### config.mk
export PLATFORM = sky130hd
export DESIGN_NAME = pwr_mode_seq
export DESIGN_NICKNAME = d
export VERILOG_FILES = /design/src/rtl/pwr_mode_seq.sv
export SDC_FILE = /design/constraint.sdc
export NUM_CORES = 1
export LEC_CHECK = 0
export ABC_CLOCK_PERIOD_IN_PS = 1700
export BUFFER_PORTS_ARGS = -buffer_cell sky130_fd_sc_hd__buf_2
export CAP_MARGIN = 15
export CORE_AREA = 2 2 39 41
export DETAILED_ROUTE_END_ITERATION = 7
export DIE_AREA = 0 0 41 43
export MAX_ROUTING_LAYER = met4
export SETUP_SLACK_MARGIN = 0.3
export SLEW_MARGIN = 30
export SYNTH_ARGS = -nofsm -noshare
export SYNTH_HDL_FRONTEND = slang
export SYNTH_SLANG_ARGS = --single-unit
### constraint.sdc
create_clock -name clk -period 1.7 [get_ports clk]
set_input_delay 0.255 -clock clk [delete_from_list [all_inputs] [get_ports clk]]
set_output_delay 0.255 -clock clk [all_outputs]
set_load 0.02 [all_outputs]
### src/rtl/pwr_mode_seq.sv
module pwr_mode_seq #(
  parameter int STATE_W = 2
) (
  input  logic               clk,
  input  logic               rst_n,
  input  logic               sleep_wr,
  input  logic               wake_evt,
  input  logic               irq_evt,
  input  logic               dmode_wr,
  input  logic               dmode_wdata,
  output logic [STATE_W-1:0] state,
  output logic               self_refresh,
  output logic               cpu_clk_en,
  output logic               disp_lowpwr
);

  localparam logic [STATE_W-1:0] ST_RUN   = STATE_W'(0);
  localparam logic [STATE_W-1:0] ST_SLEEP = STATE_W'(1);
  localparam logic [STATE_W-1:0] ST_INTER = STATE_W'(2);

  logic               evt;
  logic               clr_req;
  logic [STATE_W-1:0] nxt_state;
  logic               nxt_flag;

  assign evt     = wake_evt | irq_evt;
  assign clr_req = dmode_wr & ~dmode_wdata;

  always_comb begin
    nxt_state = state;
    nxt_flag  = disp_lowpwr;
    case (state)
      ST_RUN: begin
        if (clr_req) nxt_flag = 1'b0;
        if (sleep_wr && !evt) begin
          nxt_state = ST_SLEEP;
          nxt_flag  = 1'b1;
        end
      end
      ST_SLEEP: begin
        if (evt) nxt_state = ST_INTER;
      end
      ST_INTER: begin
        if (clr_req) begin
          nxt_flag  = 1'b0;
          nxt_state = ST_RUN;
        end else if (sleep_wr && !evt && disp_lowpwr) begin
          nxt_state = ST_SLEEP;
        end
      end
      default: begin
        nxt_state = ST_RUN;
        nxt_flag  = 1'b0;
      end
    endcase
  end

  always_ff @(posedge clk or negedge rst_n) begin
    if (!rst_n) begin
      state        <= ST_RUN;
      disp_lowpwr  <= 1'b0;
      self_refresh <= 1'b0;
      cpu_clk_en   <= 1'b1;
    end else begin
      state        <= nxt_state;
      disp_lowpwr  <= nxt_flag;
      self_refresh <= (nxt_state == ST_SLEEP);
      cpu_clk_en   <= (nxt_state != ST_SLEEP);
    end
  end

  assert_sleep_exit_R3: assert property (@(posedge clk) disable iff (!rst_n)
    state == ST_SLEEP |=> (state == ST_SLEEP || state == ST_INTER));

  assert_inter_entry_R4: assert property (@(posedge clk) disable iff (!rst_n)
    state == ST_RUN |=> state != ST_INTER);

  assert_flag_set_on_sleep_R2: assert property (@(posedge clk) disable iff (!rst_n)
    $rose(disp_lowpwr) |-> (state == ST_SLEEP && $past(state) == ST_RUN));

  assert_flag_held_sleep_R5: assert property (@(posedge clk) disable iff (!rst_n)
    state == ST_SLEEP |-> disp_lowpwr);

  assert_sref_match_R8: assert property (@(posedge clk) disable iff (!rst_n)
    self_refresh == (state == ST_SLEEP));

  assert_cken_match_R9: assert property (@(posedge clk) disable iff (!rst_n)
    cpu_clk_en == !self_refresh);

  assert_to_run_clear_R6: assert property (@(posedge clk) disable iff (!rst_n)
    (state == ST_INTER && clr_req) |=> (state == ST_RUN && !disp_lowpwr));

endmodule

Yosys cells after proc, flatten, opt, wreduce, memory -nomap -nowiden
Index checks and enable logic that the tools add are counted.

Flip-flop bits (word level): 5. Bits of input ports: 7. Logic and storage cells: 23.

Reduce and logical (&&, ||, !) cells: 4. Eq/ne operators: 4. Bitwise logic cells: 3. Mux-type cells: 8.

Operators with widths (count): $mux W2 (4); $pmux W2 S3 (1); $eq A2 B1 Y1 const B (2); $pmux W1 S3 (1); $eq A2 B2 Y1 const B (1); $logic_and A1 B1 Y1 (2); $logic_not A2 Y1 (1); $mux W1 (2); $ne A2 B1 Y1 const B (1); $and A1 B1 Y1 (1); $logic_not A1 Y1 (1); $not A1 Y1 (1); $or A1 B1 Y1 (1).

Logic depth before layout (Yosys ltp)
Gate-level depths: netlist of run 1.

Word-level depth: 8. Mapped depth: 3. Depth with buffers taken out: 3.

Worst setup path before layout of run 1
OpenSTA, ideal clock, no wires.

Kind: register to register. Start: register state[0]. End: register cpu_clk_en. Arrival time: 0.882 ns. Stages on the path, launching flop included: 4. Clock period less this slack: 0.959 ns. Slack: 0.741 ns. Data required time: 1.623 ns. Path through: dfrtp_1 > inv_2 > nand3_2 > a21o_1.

Cells in the longest elaborated chain, start to end: 4. Elaborated cells between the ends (all ways): 9.

RTL lines: start: declaration (RTL line 11) `output logic [STATE_W-1:0] state,`; start signal: assignment (RTL line 65) `state <= nxt_state;`; $mux W2 (RTL line 47) `end else if (sleep_wr && !evt && disp_lowpwr) begin`; $mux W2 (RTL line 44) `if (clr_req) begin`; $pmux W2 S3 * (RTL line 32) `case (state)`; $ne A2 B1 Y1 * (RTL line 68) `cpu_clk_en <= (nxt_state != ST_SLEEP);`; end signal: assignment (RTL line 68); end: declaration (RTL line 13) `output logic cpu_clk_en,`.

Every way passes the cells marked *; elsewhere a longest branch is shown, timed or not. A chain may end at the register's enable or synchronous reset.

Worst setup path in the final report of run 1
Start: register state[1]. End: output port state[1].

No word-level cell between the ends.

==> results of run 1 <==
==> metal layers <==
metal	track usage, %	up-vias	share of wire (%)	routed length [µm]
met3	1.57	2	15	67
met5	-	-	0	0
li1	-	103	-	-
met2	7.81	14	41	190
met1	6.80	92	40	185
met4	10.0	0	3.7	17
==> power by group through the flow <==
stage | clock (mW) | combinational, mW | sequential (mW)
4_1_cts | 0.141 | 0.0771 | 0.153
6_report | 0.134 | 0.0761 | 0.153
3_5_place_dp | 0 | 0.0752 | 0.155
5_1_grt | 0.143 | 0.0825 | 0.156
2_1_floorplan | 0 | 0.0296 | 0.169
3_3_place_gp | 0 | 0.0747 | 0.154
==> worst register-to-register path: cells and delay by family, from the launching register on <==
| family | cells | cell delay [ns] |
|---|---|---|
| AND/OR/NAND/NOR | 1 | 0.11 |
| AO/OA/AOI/OAI | 1 | 0.20 |
| flip-flops | 1 | 0.43 |
| buffers and inverters | 1 | 0.10 |
==> cells by family after synthesis <==
family                 Yosys count  synth area share [%]
AOI/OAI and AO/OA                6                  23.3
and+or+nand+nor                  7                  21.7
DFF                              5                  53.4
buffers and inverters            1                  1.59
==> sequential cells by signal (all words and copies together), names as in the netlist <==
name and flops:
disp_lowpwr 1, cpu_clk_en 1, self_refresh 1, state 2
==> through the flow <==
step / power, mW / util, %
6_report: 0.363 / 25.1
5_1_grt: 0.382 / 25.1
4_1_cts: 0.371 / 25.1
3_5_place_dp: 0.230 / 22.5
3_3_place_gp: 0.229 / 22.5
2_1_floorplan: 0.199 / -
==> how the worst max path moves through the flow <==
stage	endpoint	start	depth (start not counted)	slack, ns
floorplan	cpu_clk_en	state[0]	3	0.74
global placement	state[1]	state[1]	1	0.78
detailed placement	state[1]	state[1]	1	0.78
CTS	state[1]	state[1]	1	0.51
global route	state[1]	state[1]	1	0.46
finish	state[1]	state[1]	1	0.52
==> layout make-up <==
cell class                      instances  area, µm²
Inverter                                1       3.75
Tap cell                               16       20.0
Sequential cell                         5        126
Timing Repair Buffer                   12       65.1
Clock buffer                            4       26.3
Fill cell                             160       1040
Multi-Input combinational cell         13        106
==> placed cells by master (no fill, tap or decap) <==
| master | Yosys | routed |
|---|---|---|
| sky130_fd_sc_hd__buf_2 | 0 | 11 |
| sky130_fd_sc_hd__dfrtp_1 | 4 | 4 |
| sky130_fd_sc_hd__clkbuf_4 | 0 | 3 |
| sky130_fd_sc_hd__a21oi_1 | 2 | 2 |
| sky130_fd_sc_hd__inv_2 | 1 | 1 |
| sky130_fd_sc_hd__nand2b_1 | 1 | 1 |
| sky130_fd_sc_hd__nand3_2 | 1 | 1 |
| sky130_fd_sc_hd__nor2_4 | 1 | 1 |
| sky130_fd_sc_hd__o21ai_1 | 1 | 1 |
| sky130_fd_sc_hd__nand3_1 | 1 | 1 |
| sky130_fd_sc_hd__and3_2 | 1 | 1 |
| sky130_fd_sc_hd__o32ai_2 | 1 | 1 |
| sky130_fd_sc_hd__a21o_1 | 1 | 1 |
| sky130_fd_sc_hd__nand2_1 | 1 | 1 |
| sky130_fd_sc_hd__nand3b_1 | 1 | 1 |
| sky130_fd_sc_hd__o311ai_2 | 1 | 1 |
| sky130_fd_sc_hd__clkbuf_1 | 0 | 1 |
| sky130_fd_sc_hd__dfstp_2 | 1 | 1 |
| sky130_fd_sc_hd__dlygate4sd3_1 | 0 | 1 |
==> impl.org, run 1 <==
** Outcome
- The flow ran to the end, and the final reports show no timing, DRC or antenna violations.

** CTS
- TritonCTS Buffers :: 3
- CTS Hold Buffers Added :: 1
- Num Clock Sinks :: 5
- After clock tree synthesis, the setup repair step added 0 buffers.
- Maximum root-to-sink buffer count :: 2
- In this run the clock root is driven by a sky130_fd_sc_hd__clkbuf_4.
- At the later pin of the worst-skew pair, clock insertion delay measures ~0.24 ns.
- Clock tree from TritonCTS :: built
- Resized cells post-CTS :: 0
- Clock-pin slew reported for the worst setup and hold paths after clock tree synthesis :: around 0.040 ns
- Number of H-tree branching levels :: 1

** Pwr
- Combinational group share of total power :: roughly a fifth
- Across the VDD grid, the largest voltage drop is between 0.15 and 0.2 mV.
- Net switching component of the power :: between 0.1 and 0.15 mW
- Part of the total power dissipated in sequential elements :: between 40% and 50%
- Share of total power consumed by net switching :: between 20% and 30%
- For this design the ratio of total power to cell area is ~1000 nW/µm².
- Clk network pwr share :: between 30 and 40%
- The internal power of the cells totals approximately 0.26 mW.
- For this design the static power due to leakage is between 0.15 and 0.2 nW.

** Detailed routing
- Drt pass-1 iters :: 1
- In the routed design, unresolved DRC markers number 0.
- Detail-routed via count per cell :: between 4 and 5
- 1st-iter DRT viols :: 0
- Once detail routing completed, the nets flagged for antenna violations numbered 0.
- Detailed Route WL :: 461 µm
- Dividing the detail-routed wire length by the instance count gives 9.04 µm.
- Vias post-DR :: about 210

** Logic synthesis
- The commonest cells after synthesis are sky130_fd_sc_hd__dfrtp_1, sky130_fd_sc_hd__a21oi_1.
- Yosys instantiated no cell more often than sky130_fd_sc_hd__dfrtp_1.
- Post-Syn Area :: ~240 µm²
- For this run, the register share of the synthesized area comes to between 50% and 60%.
- The most used flip-flop cell after synthesis is sky130_fd_sc_hd__dfrtp_1.
- Cells after Synth :: 19
- Net Count, Synth :: 26
- Synth Register Bits :: 5
- EDFF count, synth :: 0
- Synth top area share :: about 42%
- Number of synthesis warnings :: 0
- Counting flops with an async set or reset pin after synthesis yields a share of 100%.
- Post-synthesis cell type with the largest combined area :: sky130_fd_sc_hd__dfrtp_1
- Dividing the synthesized area by the synthesized cell count gives roughly 12 µm².
- By area the synthesized netlist is led by sky130_fd_sc_hd__dfrtp_1, sky130_fd_sc_hd__dfstp_2, sky130_fd_sc_hd__o311ai_2.
- Yosys mapped the design onto 15 distinct sky130hd cell types.

** Worst setup path
- In this run the register-to-register setup slack is 0.79 ns.
- Crit end category :: primary output
- The slowest stage of the critical path is the sky130_fd_sc_hd__dfrtp_1 cell.
- Sequence of cells on the critical path :: buf_2
- In this design, the stage delay of the slowest critical-path cell is about 0.46 ns.
- The kind of cell with the highest combined delay along the critical path is flip-flops.
- The number of buffers and inverters on the critical path is 1.
- Of all nets on the critical path, the largest fanout is 8.
- Measured in cells, the most critical reg-to-reg path has a length of 3.
- The worst setup path is launched from a register.
- The worst register-to-register path begins at state[0].
- In this run the critical register-to-register path is captured at cpu_clk_en.
- Critical path data required time :: ~1.4 ns
- Path type of the worst setup path :: register to primary output
- CP arrival :: 0.92 ns

** STA
- Total setup violations reported at the end of the flow :: 0
- Final hold slack :: roughly 0.32 ns
- Final Max Tran Viols :: 0
- Setup TNS after final layout :: 0 ns
- Time the final worst path needs with I/O delays and setup :: between 1 and 1.5 ns
- Of the available clock period, the critical path in the final layout requires between 60 and 70%.
- The number of endpoints with negative hold slack in the final report was 0.
- Setup Skew :: 0.000371 ns
- Setup repair after global routing left no endpoint under its margin.
- Worst relative slew slack :: a little over four fifths
- Maximum clock frequency :: between 800 and 900 MHz
- Worst-Margin Slew :: ~0.24 ns
- Across all setup checks in the final design, the least slack found is roughly 0.52 ns.

** Layout
- Fraction of final layout cells sized beyond drive strength 1 :: approximately 60%
- With fillers left out, the area of the finished cells amounts to 348 µm².
- The final layout contains 43 nets.
- For this run, the number of standard cells in the final layout without fillers is 51.
- Relative area change from synthesis to final layout :: 47.1%
- # diodes :: 0

** Floorplanning
- Measured along the y axis, the die boundary spans approximately 43 µm.
- The die is between 40 and 50 µm wide.
- Die ar. :: 1760 µm²
- The core region is around 1400 µm².
- Starting density of the core :: 17.1%
- Cell row count :: 14
- Number of top-level pins :: 12

** Min path
- Worst min-delay path class :: input port to register
- Worst hold path startpoint :: sleep_wr
- Destination of the worst hold path :: disp_lowpwr
- The worst hold path was traced through 3 stages.

** Place
- In this run the cell area measured after placement is about 310 µm².
- Count of buffers inserted at the top-level ports :: 11
- Once placement completed, the tool counted placed cells totaling 46.
- OpenSTA, run right after detailed placement, puts the worst setup slack at around 0.8 ns.
- Placer Congestion :: between 0.7 and 0.8

** Job
- Across the run, the number of max-cap violations was 0.

** Global route
- Pin count of the biggest net entering global routing :: 9
- Number of antenna violations at the first check in global routing :: 0
- Global-route wire length before repair :: around 680 µm
- Aggregate global routing overflow :: 0
- GRT Resource Usage Total :: under 10%
- Vias in the first global route :: 190
No activity file was read; power rests on OpenSTA's default activity.
==> run 2, diff against run 1 <==
--- a/config.mk
+++ b/config.mk
@@ -5,7 +5,8 @@
 export SDC_FILE = /design/constraint.sdc
 export NUM_CORES = 1
 export LEC_CHECK = 0
-export ABC_CLOCK_PERIOD_IN_PS = 1700
+export ABC_AREA = 1
+export ABC_CLOCK_PERIOD_IN_PS = 1000
 export BUFFER_PORTS_ARGS = -buffer_cell sky130_fd_sc_hd__buf_2
 export CAP_MARGIN = 15
 export CORE_AREA = 2 2 39 41
==> constraint.sdc (replaced) <==
create_clock -name clk -period 1 [get_ports clk]
set_input_delay 0.15 -clock clk [delete_from_list [all_inputs] [get_ports clk]]
set_output_delay 0.15 -clock clk [all_outputs]
set_load 0.02 [all_outputs]
==> run 2 against run 1 <==
Compared with the run above: count of clock-buffer cells in the layout unchanged; critical endpoint is now cpu_clk_en; worst setup slack worse by 0.54 ns; register-to-register slack worse by 0.72 ns; power up 100%; clock power up 72%; area after synthesis up 13%; wire length up 40%; critical path depth unchanged; clock skew up 0.0036 ns; utilization up 8.0 points; highest routed layer is now met3; largest power group unchanged; the flow now finishes with violations (negative setup slack).
==> impl.org, run 2 <==
** Global route
- The first global-routing pass estimated slightly below 1000 µm of wire.
- The initial antenna violation count came to 0.
- Aggregate global routing overflow :: 0
- Global routing used about 8.3% of the available tracks across all layers.
- The number of global-route vias before repair came to ~280.
- Entering global routing, the biggest net connects 7 pins.

** Detailed routing
- Number of antenna-violating nets in the routed design :: 0
- Number of remaining DRC errors :: 0
- Dividing the detail-routed wire length by the instance count gives just under 10 µm.
- After detailed routing, the number of vias per cell comes to approximately 4.
- Detailed Route WL :: ~650 µm
- Vias post-DR :: 268
- For this block, the initial DRC count from the detailed router was 5.
- Drt pass-1 iters :: 4

** Logic synthesis
- A synthesized cell averages around 8.4 µm².
- Number of synthesis warnings :: 0
- After synthesis, the cell types taking the most area are sky130_fd_sc_hd__dfrtp_1, sky130_fd_sc_hd__nand2_1, sky130_fd_sc_hd__nand3_2.
- Cells after Synth :: 32
- Counting every net in the synthesized netlist gives 39.
- In this run, synthesis produced a sequential element count of 5.
- Share of the yosys chip area belonging to registers :: 47.2%
- sky130_fd_sc_hd__dfrtp_1 takes more of the synthesized area than any other cell.
- Synth top cells by count :: sky130_fd_sc_hd__nand2_1, sky130_fd_sc_hd__dfrtp_1, sky130_fd_sc_hd__nand3_2
- Cell with the most instances after synthesis :: sky130_fd_sc_hd__nand2_1
- Synth top area share :: 37.4%
- Netlist cell types :: 14
- The mapped netlist covers 268 µm².
- EDFF count, synth :: 0
- In the synthesized netlist the dominant register cell turns out to be sky130_fd_sc_hd__dfrtp_1.
- In the synthesized netlist the async set-or-reset flop fraction comes to 100%.

** CTS
- After clock tree synthesis, the clock-pin slew on the worst setup and hold paths is ~0.050 ns.
- Clock tree from TritonCTS :: built
- The clock reaches the later pin of the worst-skew pair after between 0.2 and 0.25 ns.
- Num Clock Sinks :: 5
- TritonCTS Buffers :: 3
- Number of H-tree branching levels :: 1
- Counting along the longest clock path gives a buffer depth of 2.
- The tree is rooted in a sky130_fd_sc_hd__clkbuf_4.

** STA
- Setup repair after global routing could not meet its margin everywhere.
- Post-layout worst setup margin :: -0.0130 ns
- Final hold violation count :: 0
- Period utilization :: 101%
- Total setup violations reported at the end of the flow :: 1
- Subtracting the final worst setup slack from the clock period gives just over 1 ns.
- Worst-Margin Slew :: 0.189 ns
- Measured against its own limit, the worst slew margin works out to between 80% and 90%.
- Static timing analysis puts the maximum clock frequency at ~990 MHz.
- Final hold slack :: 0.210 ns
- Setup Skew :: between 0.004 and 0.005 ns
- The final count of pins violating max slew is 0.

** Place
- Once detailed placement completed, the half-perimeter wirelength came to between 400 and 500 µm.
- Placer Congestion :: about 0.76
- Placed cells :: 59
- Area after detailed placement :: between 300 and 400 µm²
- In this run the tool buffered the top-level ports with 11 buffer cells.

** Worst setup path
- The slowest stage of the critical path belongs to the cell sky130_fd_sc_hd__dfstp_2.
- Count of buffering cells on the critical path with inverters included :: 1
- For the worst setup path, the data arrival time is roughly 0.86 ns.
- The worst setup path is captured at a primary output.
- CP Launch Type :: register
- Critical path's top delay family :: flip-flops
- The critical path goes through buf_6.
- Along the worst path, the maximum fanout reaches 1.
- Critical path data required time :: approximately 0.85 ns
- In this design, the stage delay of the slowest critical-path cell is ~0.52 ns.
- Path type of the worst setup path :: register to primary output

** Layout
- Most flop-heavy register :: state
- In the final layout, the share of cells above drive strength 1 is a little over three fifths.
- The sequential cells in the finished layout cover a total of 129 µm².
- Compared with the post-synthesis result, the final layout area differs by 71.0%.
- Summing all multi-input logic gate instances after layout gives 133 µm².
- The finished cells cover 458 µm².
- Final-stage net count :: between 50 and 60
- The register with the most flip-flops in the layout has 2 of them.
- After the flow finishes, the layout carries non-filler instances totaling 67.
- Most common cell after layout, fill and taps aside :: sky130_fd_sc_hd__nand2_1
- Commonest cells after routing, fill and taps aside :: sky130_fd_sc_hd__nand2_1, sky130_fd_sc_hd__buf_6, sky130_fd_sc_hd__buf_2
- Total of fill cells in the finished design :: 147
- # diodes :: 0

** Floorplanning
- 12 I/O pins were placed.
- For this configuration, the core starts out at a cell density of between 15 and 20%.
- Cell row count :: 14
- The die covers around 1800 µm².
- Horiz. Die Dim :: roughly 41 µm
- Vertical die dimension :: between 40 and 50 µm
- The floorplan step defined a core boundary enclosing 1380 µm².

** Pwr
- The analysis attributes to cell leakage a power of about 0.24 nW.
- For this design the ratio of total power to cell area is between 1500 and 2000 nW/µm².
- Across the VDD grid, the largest voltage drop is between 0.2 and 0.3 mV.

** Min path
- The path class of the tightest hold or removal check is input port to register.

** Job
- Max-cap violation count :: 0

** Outcome
- Failing checks :: negative setup slack
- Result of the run :: finished with violations
[run 2: changes by cell type after synthesis, moves of 2 or more]
cell / before / now
sky130_fd_sc_hd__nand2_1: 1 / 11
sky130_fd_sc_hd__a21oi_1: 2 / 0
sky130_fd_sc_hd__inv_1: 0 / 2
sky130_fd_sc_hd__nor2_1: 0 / 2
sky130_fd_sc_hd__nand3_2: 1 / 3
[run 2: timing repair]
item / in CTS / in global routing
endpoints found under the hold margin: 5 / 0
setup buffers: 3 / 0
pin swaps: 3 / 8
resized for setup: 15 / 3
hold buffers: 1 / 0
endpoints found under the setup margin: 10 / 10
[run 2: layout make-up]
cell class | count | area share (%)
Timing Repair Buffer | 15 | 27.6
Inverter | 5 | 5.19
Sequential cell | 5 | 28.1
Tap cell | 16 | 4.37
Multi-Input combinational cell | 22 | 29.0
Clock buffer | 4 | 5.74
[run 2: final timing paths]
kind	to	slack, ns	startpoint	cells past startpoint
worst max register to register	state[0]	0.07	state[0]	3
worst min register to register	disp_lowpwr	0.62	disp_lowpwr	3
worst max-delay path	cpu_clk_en	-0.01	cpu_clk_en	1
min in group asynchronous	disp_lowpwr	0.25	rst_n	2
worst min-delay path	disp_lowpwr	0.21	sleep_wr	3
max in group asynchronous	cpu_clk_en	0.53	rst_n	2
[run 2: logic make-up (layout without fill, tap and decap cells)]
logic type	count (synthesis)	after routing	share of synthesized area (%)
and+or+nand+nor	21	21	43.0
AOI/OAI and AO/OA	1	1	2.80
DFF	5	5	47.2
buffers and inverters	5	24	7.01
[run 2: power by group]
group          switching, mW  leakage (nW)  internal [mW]  total, mW
Sequential            0.0180        0.0607          0.232      0.250
Clock                 0.0795        0.0150          0.151      0.230
Combinational          0.131         0.164          0.119      0.250
[run 2: metal layers]
| layer | track usage (%) | vias to the layer above | wire [µm] |
|---|---|---|---|
| li1 | - | 136 | - |
| met1 | 9.03 | 126 | 266 |
| met2 | 13.8 | 6 | 364 |
| met3 | 1.57 | 0 | 14 |
| met4 | 4.00 | 0 | 0 |
| met5 | - | - | 0 |
[run 2: through the flow]
| stage | utilization, % | power (mW) | worst slack, ns | setup TNS (ns) |
|---|---|---|---|---|
| 3_5_place_dp | 25.0 | 0.410 | 0.154 | 0 |
| 4_1_cts | 32.7 | 0.730 | -0.0181 | -0.0181 |
| 2_1_floorplan | - | 0.353 | 0.137 | 0 |
| 5_1_grt | 33.1 | 0.778 | -0.0384 | -0.0384 |
| 3_3_place_gp | 25.0 | 0.409 | 0.172 | 0 |
| 6_report | 33.1 | 0.730 | -0.0130 | -0.0130 |
[run 2: tightest hold or removal path, stage by stage]
cell and delay, ns:
sky130_fd_sc_hd__buf_2 0.12, sky130_fd_sc_hd__nand3_2 0.08, sky130_fd_sc_hd__nand2_1 0.05
==> run 3, diff against run 2 <==
--- a/config.mk
+++ b/config.mk
@@ -13,6 +13,7 @@
 export DETAILED_ROUTE_END_ITERATION = 7
 export DIE_AREA = 0 0 41 43
 export MAX_ROUTING_LAYER = met4
+export REMOVE_ABC_BUFFERS = 1
 export SETUP_SLACK_MARGIN = 0.3
 export SLEW_MARGIN = 30
 export SYNTH_ARGS = -nofsm -noshare
==> run 3 against run 2 <==
Compared with the run above: the flow still finishes with violations (negative setup slack); combinational power increased by 8.8%; utilization increased by 3.0 points; final cell count increased by 1.5%; worst hold slack got worse by 0.00073 ns; sequential power about the same; critical path depth unchanged; worst setup slack improved by 0.0030 ns; fmax increased by 0.30%; critical path type unchanged; largest power group is now combinational cells.
==> impl.org, run 3 (synthesized netlist as in run 2, its figures left out) <==
** STA
- Setup violations remaining at the end of the flow were counted as 1.
- Across all hold checks on the routed design, the worst slack comes to 0.210 ns.
- For the pin with the worst max-slew slack, the measured transition is between 0.2 and 0.3 ns.
- Post-layout worst setup margin :: -0.0100 ns
- Time the final worst path needs with I/O delays and setup :: slightly above 1 ns
- Period utilization :: 101%
- The number of endpoints with negative hold slack in the final report came to 0.
- In this run the tightest slew margin relative to its limit is about four fifths.
- Final Max Tran Viols :: 0
- Based on the critical path, the design can be clocked at up to 990 MHz.
- RSZ-0062 raised after global routing :: yes
- Setup Skew :: approximately 0.0042 ns

** Layout
- Area of all placed cells without fillers :: roughly 500 µm²
- Most common cell after layout, fill and taps aside :: sky130_fd_sc_hd__buf_6
- The number of antenna diodes in the final layout is 0.
- The finished layout holds around 70 standard cells, fillers aside.
- Final-stage net count :: 60
- Relative to the synthesized area, the layout overhead comes to 86.4%.
- Commonest cells after routing, fill and taps aside :: sky130_fd_sc_hd__buf_6, sky130_fd_sc_hd__nand2_1, sky130_fd_sc_hd__buf_2
- Counting flops per register, the top entry is state.
- End-of-flow core utilization :: 36.1%
- Flip-flop count of the largest register, all copies and words added :: 2
- The post-route netlist has 69.2% of its cells at a drive strength greater than 1.

** Min path
- Worst hold path startpoint :: wake_evt
- Worst min-delay path class :: input port to register

** Detailed routing
- For this block, the via count after detailed routing is 281.
- For this run, design rule violations remaining after detail routing come to 0.
- In this run, the number of DRC markers left after iteration 0 of detailed routing was 0.
- Detail-routed via count per cell :: around 4.1
- For this run, the detailed router's first-pass iteration total came to 1.
- The count of nets left with antenna violations once routing finished came out at 0.
- Routed WL per cell :: between 10 and 15 µm
- After detailed routing, the total wire length is 693 µm.

** CTS
- No sink is reached through more buffers than the 2 on the longest clock path.
- Clock tree from TritonCTS :: built
- In this run the number of H-tree levels came out at 1.
- TritonCTS Buffers :: 3
- Clock root cell :: sky130_fd_sc_hd__clkbuf_4
- Clock-pin slew reported for the worst setup and hold paths after clock tree synthesis :: roughly 0.05 ns
- Num Clock Sinks :: 5
- The clock reaches the later pin of the worst-skew pair after roughly 0.24 ns.

** Global route
- Entering global routing, the biggest net connects 6 pins.
- The initial antenna violation count was 0.
- GRT Resource Usage Total :: around 10%
- Vias in the first global route :: between 200 and 300
- The first global-routing pass estimated between 1000 and 1500 µm of wire.
- Aggregate global routing overflow :: 0

** Outcome
- The run finished, with violations left.
- The final reports fail on negative setup slack.

** Floorplanning
- Die ar. :: between 1500 and 2000 µm²
- Core Region :: around 1400 µm²
- In this run the horizontal extent of the chip is between 40 and 50 µm.
- The die is roughly 43 µm tall.
- Row generation in the floorplan step produced 14 rows.
- For this configuration, the core starts out at a cell density of between 10% and 20%.
- Number of top-level pins :: 12

** Worst setup path
- On the critical path, the stage with the largest delay is an instance of sky130_fd_sc_hd__dfstp_2.
- The worst setup path is captured at a primary output.
- The critical path starts at cpu_clk_en.
- Critical-path maximum fanout :: 1
- Sequence of cells on the critical path :: buf_6
- At the worst endpoint, the arrival time is ~0.86 ns.
- Slowest stage delay, CP :: 0.52 ns
- Critical path data required time :: around 0.85 ns
- The worst setup path is launched from a register.
- The worst register-to-register path begins at state[0].
- The worst register-to-register path has a setup slack of ~0.040 ns.
- Count of buffering cells on the critical path with inverters included :: 1
- Path type of the worst setup path :: register to primary output
- The kind of cell with the highest combined delay along the critical path is flip-flops.

** Place
- Routability-driven placement finished with a final weighted congestion of around 0.68.
- Placed cells :: 59
- Area after detailed placement :: about 340 µm²
- Prior to clock tree synthesis, the placed netlist has a worst setup slack of about 0.09 ns.
- The count of buffers added on input and output ports is 11.
- Detailed placement finished with a half-perimeter wire length of 500 µm.

** Job
- Across the run, the number of max-cap violations was 0.

** Pwr
- Power spread over the standard cell area amounts to between 1500 and 2000 nW/µm².
- VDD IR-drop max :: between 0.4 and 0.5 mV
- Lkg Pwr :: 0.258 nW
[run 3: changes by cell type in the layout (fill, tap and decap cells not counted), sizes merged]
| cell | previous run | this run |
|---|---|---|
| buf | 14 | 15 |
| clkinv | 0 | 1 |
| inv | 5 | 4 |
[run 3: layout make-up]
| type | instances | area, µm² |
|---|---|---|
| timing repair buffer | 16 | 138 |
| clock buffer | 4 | 26.3 |
| sequential | 5 | 128 |
| tap | 16 | 20.0 |
| fill | 154 | 885 |
| multi-input combinational | 22 | 163 |
| inverter | 5 | 25.0 |
[run 3: stage by stage]
stage / power [mW] / TNS (ns)
CTS: 0.750 / -0.0244
floorplan: 0.349 / 0
global route: 0.816 / -0.0755
global placement: 0.403 / 0
detailed placement: 0.408 / 0
finish: 0.761 / -0.0100
[run 3: where the power goes]
part	switching, mW	internal, mW
logic	0.140	0.132
registers	0.0201	0.230
clock network	0.0870	0.151
total	0.247	0.514
[run 3: what timing repair did]
item	in CTS	in global routing
setup buffers	4	0
setup endpoints to repair	10	10
pin swaps	2	1
endpoints found under the hold margin	5	0
gates resized for setup	17	11
hold buffers	1	0
[run 3: worst paths after layout]
kind | to | cells past startpoint
worst min register to register | disp_lowpwr | 3
worst min-delay path | disp_lowpwr | 4
worst max register to register | self_refresh | 6
min in group asynchronous | disp_lowpwr | 2
max in group asynchronous | cpu_clk_en | 2
worst max-delay path | cpu_clk_en | 1
[run 3: layer usage]
layer / global-route usage [%] / part of all wire (%) / up-vias
met4: 8.00 / 0 / 0
met1: 11.0 / 32 / 133
met5: - / 0 / -
li1: - / - / 141
met3: 4.71 / 6.9 / 0
met2: 13.1 / 61 / 7
